### src/rtl/xbi_pkg.sv
package xbi_pkg;
   typedef enum logic [2:0] {
      ST_IDLE = 3'd0,
      ST_TI   = 3'd1,
      ST_T1   = 3'd2,
      ST_T2   = 3'd3,
      ST_T3   = 3'd4
   } bus_st_e;
endpackage

### src/rtl/xbi_idle_calc.sv
module xbi_idle_calc #(
   parameter int N_AREAS = 8,
   parameter int IDLE_W  = 2,
   localparam int AREA_W = $clog2(N_AREAS)
) (
   input  logic               idle_en,
   input  logic [N_AREAS-1:0] idle_sel,
   input  logic [IDLE_W-1:0]  cnt_a,
   input  logic [IDLE_W-1:0]  cnt_b,
   input  logic               at_last,
   input  logic [AREA_W-1:0]  prev_area,
   input  logic               prev_write,
   input  logic [AREA_W-1:0]  in_area,
   input  logic               in_write,
   output logic               want_idle,
   output logic [IDLE_W-1:0]  idle_cnt
);
   // field choice follows the incoming area
   always_comb begin
      idle_cnt = idle_sel[in_area] ? cnt_b : cnt_a;
   end

   // insertion only between two reads in different areas, back to back
   always_comb begin
      want_idle = idle_en && at_last && !prev_write && !in_write
                  && (in_area != prev_area);
   end
endmodule

### src/rtl/xbi_seq.sv
module xbi_seq
   import xbi_pkg::*;
#(
   parameter int N_AREAS = 8,
   parameter int IDLE_W  = 2,
   parameter int ADDR_W  = 16,
   parameter int DATA_W  = 16,
   localparam int AREA_W = $clog2(N_AREAS)
) (
   input  logic               clk,
   input  logic               rst_n,
   input  logic               req_valid,
   input  logic [AREA_W-1:0]  req_area,
   input  logic               req_write,
   input  logic [ADDR_W-1:0]  req_addr,
   input  logic [N_AREAS-1:0] three_state,
   input  logic               want_idle,
   input  logic [IDLE_W-1:0]  idle_cnt,
   input  logic [DATA_W-1:0]  bus_data,
   output logic               req_ready,
   output logic               at_last,
   output bus_st_e            state,
   output logic [AREA_W-1:0]  area_q,
   output logic               write_q,
   output logic [ADDR_W-1:0]  bus_addr,
   output logic [DATA_W-1:0]  rdata
);
   logic              three_q;
   logic [IDLE_W-1:0] idle_left;
   logic [ADDR_W-1:0] addr_pend;
   logic              acc;

   always_comb begin
      at_last   = (state == ST_T3) || (state == ST_T2 && !three_q);
      req_ready = (state == ST_IDLE) || at_last;
      acc       = req_valid && req_ready;
   end

   always_ff @(posedge clk or negedge rst_n) begin
      if (!rst_n) begin
         state     <= ST_IDLE;
         area_q    <= '0;
         write_q   <= 1'b0;
         three_q   <= 1'b0;
         idle_left <= '0;
         addr_pend <= '0;
         bus_addr  <= '0;
         rdata     <= '0;
      end else begin
         if (at_last && !write_q) begin
            rdata <= bus_data;
         end
         if (acc) begin
            area_q    <= req_area;
            write_q   <= req_write;
            three_q   <= three_state[req_area];
            addr_pend <= req_addr;
            if (want_idle) begin
               state     <= ST_TI;
               idle_left <= idle_cnt;
            end else begin
               state    <= ST_T1;
               bus_addr <= req_addr;
            end
         end else begin
            unique case (state)
               ST_IDLE: state <= ST_IDLE;
               ST_TI: begin
                  if (idle_left == '0) begin
                     state    <= ST_T1;
                     bus_addr <= addr_pend;
                  end else begin
                     idle_left <= idle_left - 1'b1;
                  end
               end
               ST_T1:   state <= ST_T2;
               ST_T2:   state <= three_q ? ST_T3 : ST_IDLE;
               ST_T3:   state <= ST_IDLE;
               default: state <= ST_IDLE;
            endcase
         end
      end
   end


   ready_in_last_chk: assert property (@(posedge clk) disable iff (!rst_n)
      (state == ST_T1 || state == ST_TI) |-> !req_ready);


   two_state_len_chk: assert property (@(posedge clk) disable iff (!rst_n)
      (state == ST_T2 && !three_q && !req_valid) |=> (state == ST_IDLE));
endmodule

### src/rtl/xbi_strobe.sv
module xbi_strobe
   import xbi_pkg::*;
#(
   parameter int N_AREAS = 8,
   localparam int AREA_W = $clog2(N_AREAS)
) (
   input  logic               clk,
   input  logic               rst_n,
   input  bus_st_e            state,
   input  logic [AREA_W-1:0]  area_q,
   input  logic               write_q,
   input  logic               at_last,
   output logic [N_AREAS-1:0] cs,
   output logic               rd,
   output logic               done
);
   logic active;

   always_comb begin
      active = (state == ST_T1) || (state == ST_T2) || (state == ST_T3);
      rd     = !write_q && ((state == ST_T2) || (state == ST_T3));
      done   = at_last;
   end

   for (genvar i = 0; i < N_AREAS; i++) begin : g_cs
      always_comb begin
         cs[i] = active && (area_q == AREA_W'(i));
      end
   end


   cs_onehot_chk: assert property (@(posedge clk) disable iff (!rst_n)
      $onehot0(cs));


   idle_quiet_chk: assert property (@(posedge clk) disable iff (!rst_n)
      (state == ST_TI) |-> (cs == '0 && !rd));


   done_single_chk: assert property (@(posedge clk) disable iff (!rst_n)
      done |=> !done);
endmodule

### src/rtl/xbus_idle_seq.sv
module xbus_idle_seq
   import xbi_pkg::*;
#(
   parameter int N_AREAS = 8,
   parameter int IDLE_W  = 2,
   parameter int ADDR_W  = 16,
   parameter int DATA_W  = 16,
   localparam int AREA_W = $clog2(N_AREAS)
) (
   input  logic               clk,
   input  logic               rst_n,
   input  logic               idle_en,
   input  logic [N_AREAS-1:0] idle_sel,
   input  logic [IDLE_W-1:0]  cnt_a,
   input  logic [IDLE_W-1:0]  cnt_b,
   input  logic [N_AREAS-1:0] three_state,
   input  logic               req_valid,
   output logic               req_ready,
   input  logic [AREA_W-1:0]  req_area,
   input  logic               req_write,
   input  logic [ADDR_W-1:0]  req_addr,
   input  logic [DATA_W-1:0]  bus_data,
   output logic [N_AREAS-1:0] cs,
   output logic               rd,
   output logic [ADDR_W-1:0]  bus_addr,
   output logic               done,
   output logic [DATA_W-1:0]  rdata
);
   if (N_AREAS < 2 || (1 << AREA_W) != N_AREAS) begin : g_bad_areas
      $error("N_AREAS must be a power of two, at least 2");
   end
   if (IDLE_W < 1 || ADDR_W < 1 || DATA_W < 1) begin : g_bad_widths
      $error("IDLE_W, ADDR_W and DATA_W must be positive");
   end

   bus_st_e           state;
   logic [AREA_W-1:0] area_q;
   logic              write_q;
   logic              at_last;
   logic              want_idle;
   logic [IDLE_W-1:0] idle_cnt;

   xbi_idle_calc #(.N_AREAS(N_AREAS), .IDLE_W(IDLE_W)) u_calc (
      .idle_en    (idle_en),
      .idle_sel   (idle_sel),
      .cnt_a      (cnt_a),
      .cnt_b      (cnt_b),
      .at_last    (at_last),
      .prev_area  (area_q),
      .prev_write (write_q),
      .in_area    (req_area),
      .in_write   (req_write),
      .want_idle  (want_idle),
      .idle_cnt   (idle_cnt)
   );

   xbi_seq #(.N_AREAS(N_AREAS), .IDLE_W(IDLE_W), .ADDR_W(ADDR_W),
             .DATA_W(DATA_W)) u_seq (
      .clk         (clk),
      .rst_n       (rst_n),
      .req_valid   (req_valid),
      .req_area    (req_area),
      .req_write   (req_write),
      .req_addr    (req_addr),
      .three_state (three_state),
      .want_idle   (want_idle),
      .idle_cnt    (idle_cnt),
      .bus_data    (bus_data),
      .req_ready   (req_ready),
      .at_last     (at_last),
      .state       (state),
      .area_q      (area_q),
      .write_q     (write_q),
      .bus_addr    (bus_addr),
      .rdata       (rdata)
   );

   xbi_strobe #(.N_AREAS(N_AREAS)) u_strobe (
      .clk     (clk),
      .rst_n   (rst_n),
      .state   (state),
      .area_q  (area_q),
      .write_q (write_q),
      .at_last (at_last),
      .cs      (cs),
      .rd      (rd),
      .done    (done)
   );


   no_idle_when_off_chk: assert property (@(posedge clk) disable iff (!rst_n)
      (req_valid && req_ready && !idle_en) |=> (state == ST_T1));


   idle_bus_start_chk: assert property (@(posedge clk) disable iff (!rst_n)
      (req_valid && state == ST_IDLE) |=> (state == ST_T1));


   idle_addr_hold_chk: assert property (@(posedge clk) disable iff (!rst_n)
      (state == ST_TI) |-> $stable(bus_addr));
endmodule

### config.mk
export PLATFORM = sky130hd
export DESIGN_NAME = xbus_idle_seq
export DESIGN_NICKNAME = d
export VERILOG_FILES = /design/src/rtl/xbi_pkg.sv /design/src/rtl/xbi_idle_calc.sv /design/src/rtl/xbi_seq.sv /design/src/rtl/xbi_strobe.sv /design/src/rtl/xbus_idle_seq.sv
export SDC_FILE = /design/constraint.sdc
export NUM_CORES = 1
export LEC_CHECK = 0
export ABC_AREA = 1
export BUFFER_PORTS_ARGS = -buffer_cell sky130_fd_sc_hd__buf_2
export CORE_MARGIN = 2
export CORE_UTILIZATION = 40
export CTS_CLUSTER_DIAMETER = 200
export CTS_CLUSTER_SIZE = 24
export DETAILED_ROUTE_END_ITERATION = 10
export MAX_ROUTING_LAYER = met4
export PLACE_DENSITY = 0.65
export SLEW_MARGIN = 25
export SYNTH_ARGS = -nofsm -noshare
export SYNTH_HDL_FRONTEND = slang
export SYNTH_SLANG_ARGS = --single-unit
### constraint.sdc
create_clock -name clk -period 2.2 [get_ports clk]
set_input_delay 0.22 -clock clk [delete_from_list [all_inputs] [get_ports clk]]
set_output_delay 0.22 -clock clk [all_outputs]
set_load 0.03 [all_outputs]
# [After elaboration in Yosys (flattened, before gate mapping)]
# Cells that the tools add are included.
[word_totals] ff_bits=58 in_bits=60 word_cells=75
[classes] eq_ne=16 reduce_logical=31 mux=18 n_addsub=1 order_cmp=1
[op_table] operator="$mux 16" n=4
[op_table] operator="$logic_and 1x1->1" n=16
[op_table] operator="$eq 3x3->1 const B" n=5
[op_table] operator="$eq 3x2->1 const B" n=4
[op_table] operator="$mux 2" n=6
[op_table] operator="$mux 3" n=3
[op_table] operator="$pmux 3 s3" n=1
[op_table] operator="$bmux 1 s3" n=2
[op_table] operator="$eq 3x1->1 const B" n=2
[op_table] operator="$logic_not 3->1" n=2
[op_table] operator="$reduce_and 3->1" n=2
[op_table] operator="$logic_or 1x1->1" n=5
[op_table] operator="$lt 3x4->1 const B" n=1
[op_table] operator="$ne 2x2->1 const B" n=2
[op_table] operator="$reduce_bool 2->1" n=2
[op_table] operator="$logic_not 1->1" n=3
[op_table] operator="$ne 3x1->1 const B" n=1
[op_table] operator="$ne 3x3->1" n=1
[op_table] operator="$logic_not 2->1" n=1
[op_table] operator="$mux 1" n=2
[op_table] operator="$ne 2x1->1 const B" n=1
[op_table] operator="$sub 2x1->2 const B" n=1

# [Longest topological paths before layout]
[depth] word_depth=9 depth_mapped=12 depth_no_buf=11

# [Modules after synthesis]
# A second synthesis with hierarchy kept.
[unflattened] cells_unflattened=352 hier_area_um2=2832.7
[by_module_without_submodules] module="xbi_seq" area_each_um2=2493.6 instances=1 seq_area_each_um2=1451.4 cells_per_inst=282
[by_module_without_submodules] module="xbi_idle_calc" area_each_um2=202.7 instances=1 seq_area_each_um2=0.0 cells_per_inst=41
[by_module_without_submodules] module="xbi_strobe" area_each_um2=136.4 instances=1 seq_area_each_um2=0.0 cells_per_inst=29

# [Least setup slack after synthesis]
# OpenSTA, ideal clock, no wires.
[synth_timing] path_type="register to output" start="reg u_seq.state[1]" end="out cs[0]" t_arrival_ns=1.833 slack_ns=0.147 stages_incl_launch_ff=5 cell_sequence="dfrtp_1 -> or2_1 -> nor2_2 -> a21oi_1 -> nor4_1"
[synth_via] elab_chain_cells=4 word_cells_on_any_way=6 classes_between="eq/ne: 3; reduce/logical: 3"
[synth_rtl] item="start: declaration" line_no="xbi_seq.sv:22" rtl="output bus_st_e state,"
[synth_rtl] item="start signal: assignment" line_no="xbi_seq.sv:77" rtl="ST_T2: state <= three_q ? ST_T3 : ST_IDLE;"
[synth_rtl] item="$eq 3x2->1" line_no="xbi_strobe.sv:20" rtl="active = (state == ST_T1) || (state == ST_T2) || (state == ST_T3);"
[synth_rtl] item="$logic_or 1x1->1" line_no="xbi_strobe.sv:20"
[synth_rtl] item="$logic_or 1x1->1 (*)" line_no="xbi_strobe.sv:20"
[synth_rtl] item="$logic_and 1x1->1 (*)" line_no="xbi_strobe.sv:27" rtl="cs[i] = active && (area_q == AREA_W'(i));"
[synth_rtl] item="end: declaration" line_no="xbus_idle_seq.sv:23" rtl="output logic [N_AREAS-1:0] cs,"
# Every way passes the cells marked *; elsewhere a longest branch is shown, timed or not.

# [Worst setup path after layout]
[layout_timing] start="reg u_seq.state[1]" end="out cs[1]"
# Same word-level chain as after synthesis.

==> summary.txt <==
Run status
  • Result of the run: finished, final reports clean

Power and ir drop
  • Switching pwr: 2.45 mW
  • Switching share of power: 0.472
  • Internal power contribution: 2.75 mW
  • Share of power burned in combinational logic: 0.485
  • Max rail drop VDD: 758 µV
  • Fraction of power consumed by the clock network: 0.161
  • Sequential share of power: 0.355
  • Leakage Power: 2.02 nW
  • Power density normalized to cell area: 1500 mW/mm²

Setup path
  • Highest net fanout along the worst path: 8
  • Startpoint kind of the worst setup timing path: flop
  • Arrival time reported for the critical path endpoint: 1790 ps
  • Start-to-end type of the worst setup path: flop to primary output
  • WP data required: 1980 ps
  • Crit end category: primary output

Global route
  • Overflow left after global routing: 0
  • Wire length of the first global-routing pass: 10.7 mm
  • Via count of the first global-routing pass: 2296
  • Antenna violations before repair: 0
  • Total routing usage reported by global routing: 0.188
  • Largest net degree at the start of global routing: 36

Routing
  • Post-route ant nets: 0
  • Routed via count: 2414
  • Avg Vias per Cell: 4.65
  • Routed wire length per instance: 12.1 µm
  • First drt pass iteration count: 4
  • DRC violation count after routing: 0
  • Routed WL: 6.27 mm
  • Detailed Route Iter0 Violations: 100

Floorplan
  • I/O pins: 103
  • Cell Rows: 29
  • Die height: 86.2 µm
  • Starting Density: 0.419
  • Total core area: 0.00646 mm²
  • Floorplan die width: 86.2 µm
  • Full die area: 0.00743 mm²

Min path
  • Worst min path class: input pin to flop

Yosys
  • Portion of netlist area occupied by mux cells: 0
  • Number of distinct library cell variants in the gate-level netlist after synthesis: 30
  • Top post-synthesis cells by count: nand2_1 (155), dfrtp_1 (58), nand3_1 (31)
  • Cell area after technology mapping: 0.00270 mm²
  • Main combinational cell family by area after synthesis: simple AND/OR/NAND/NOR gates
  • Cell with the most instances after synthesis: nand2_1
  • Count of warnings emitted by yosys: 0
  • Area contributors post-synth: dfrtp_1 (54%), nand2_1 (22%), nand3_1 (5.7%)
  • Dominant synthesized flop cell: dfrtp_1
  • Nets in the synthesized netlist: 394
  • Proportion of register bits with asynchronous set or reset after synthesis: 1.00
  • Post-synthesis simple-gate area fraction: 0.350
  • Number of instances in the synthesized netlist: 333
  • Post-synth top area cell: dfrtp_1
  • Portion of synthesized cell area occupied by the leading cell type: 0.537
  • Post-synthesis average cell area: 8.12 µm²
  • Area share of fa/ha/maj cells after synthesis: 0.00463
  • Count of flip-flops with a built-in enable after synthesis: 0
  • Fraction of the mapped netlist area in compound gates: 0.0319
  • Sequential cell area fraction in the yosys report: 0.537
  • Synth Area in XOR/XNOR: 0.00972
  • Number of storage elements in the synthesis netlist: 58

Clocking
  • Source-to-sink clock delay at the later pin of the worst-skew pair: 320 ps
  • Max Buffers Root-to-Sink: 2
  • H-tree levels: 3
  • Sinks on Clock Net: 58
  • Setup Fix Bufs, Post-CTS: 0
  • Number of cells upsized or downsized after cts: 0
  • Number of buffers added by the clock tree synthesis step: 9
  • TritonCTS clock tree: done
  • Number of hold buffers added after CTS: 1
  • Clk pin slew, worst setup/hold paths: 60 ps
  • Root buf cell: clkbuf_8

STA
  • Hold violation count in the final report: 0
  • Minimum clock period: 2010 ps
  • F_max: 498 MHz
  • Worst slew margin relative to its limit: 0.574
  • Total Neg Setup Slack: 0 ps
  • Final setup violation count: 0
  • Period utilization: 0.912
  • Number of max-slew violations in the final report: 0
  • Slew @ Worst Pin: 638 ps
  • Unrepaired setup endpoints after global routing: no
  • Layout Skew: 6.85 ps
  • Final worst slack: 194 ps

Placed design
  • Final Wtd Congestion: 0.844
  • DP Wirelength: 4.60 mm
  • Port Buffers: 102
  • Area after detailed placement: 0.00328 mm²
  • Worst Setup Slack post-DPL: 349 ps
  • Total placed cells including tap cells: 502

Finish
  • Proportion of layout cells with a drive suffix above 1: 0.308
  • Post-Layout Inst Area: 0.00346 mm²
  • Layout net count: 498
  • Signed area change from the synthesized netlist to the final layout: 28.0%
  • Non-filler instance count after layout: 519
  • Antenna fix cells: 0

Run
  • Max Cap Viol: 0
[final timing paths]
kind	end	slack [ps]	start	depth (start not counted)
max	cs[1]	190	u_seq.state[1]	5
min	u_seq.rdata[11]	100	bus_data[11]	3
max reg2reg	u_seq.bus_addr[12]	340	u_seq.state[1]	11
min reg2reg	u_seq.rdata[13]	470	u_seq.rdata[13]	2
max in group asynchronous	u_seq.rdata[14]	1200	rst_n	3
min in group asynchronous	u_seq.addr_pend[11]	420	rst_n	2
[cell type report]
class / instances / area [µm²]
clock inverter: 6 / 32.5
fill: 623 / 3000
multi-input combinational: 234 / 1070
clock buffer: 10 / 138
inverter: 27 / 106
timing repair buffer: 107 / 563
tap: 77 / 96.3
sequential: 58 / 1450
[registers in the layout, summed over array words and instances, names as in the netlist]
name / cells
u_seq.area_q: 3
u_seq.rdata: 16
u_seq.three_q: 1
u_seq.idle_left: 2
u_seq.bus_addr: 16
u_seq.write_q: 1
u_seq.state: 3
u_seq.addr_pend: 16
[cells by family (layout without fill, tap and decap cells)]
group | Yosys count | in the layout
AOI/OAI and AO/OA | 15 | 15
xor gates and xnor gates | 3 | 3
adders and majority gates | 1 | 1
buffers and inverters | 41 | 150
DFF | 58 | 58
and+or+nand+nor | 215 | 215
[layer usage]
metal  share of wire  vias to the layer above  wire (µm)  global-route usage
li1                -                     1255          -                   -
met1            0.48                     1073       3020               0.259
met2            0.45                       82       2810               0.280
met3           0.064                        4        402              0.0467
met4          0.0064                        0         40              0.0511
met5               0                        -          0                   -
[placed cells by master, fill, tap and decap left out, drive strengths merged]
| master | n |
|---|---|
| o22ai | 1 |
| or2 | 2 |
| buf | 106 |
| o211ai | 1 |
| ha | 1 |
| dfrtp | 58 |
| xnor2 | 3 |
| nor2 | 13 |
| o221ai | 1 |
| clkinvlp | 1 |
| inv | 26 |
| nor3 | 2 |
| a21oi | 3 |
| nand2 | 158 |
| nand3 | 32 |
| clkbuf | 10 |
| nor4 | 8 |
| clkinv | 6 |
| o21ai | 9 |
| dlygate4sd3 | 1 |
[stage by stage]
step	util	power, mW	hold WS (ps)
floorplan	-	3.73	-75.6
global placement	0.508	4.34	248
detailed placement	0.508	4.41	252
CTS	0.536	5.27	75.6
global route	0.536	5.64	89.5
finish	0.536	5.20	98.6
[worst max-delay path: stages (launching register included)]
cell and delay, ps:
dfrtp_1 410, or2_1 270, nor2_2 140, a21oi_1 150, nor4_1 240, buf_2 250
[power by group through the flow]
stage | logic, mW | clock network [mW] | registers (mW)
3_5_place_dp | 2.55 | 0 | 1.86
3_3_place_gp | 2.49 | 0 | 1.85
6_report | 2.52 | 0.835 | 1.84
4_1_cts | 2.56 | 0.871 | 1.84
5_1_grt | 2.83 | 0.915 | 1.90
2_1_floorplan | 1.42 | 0 | 2.31
(Power assumes the default switching activity.)
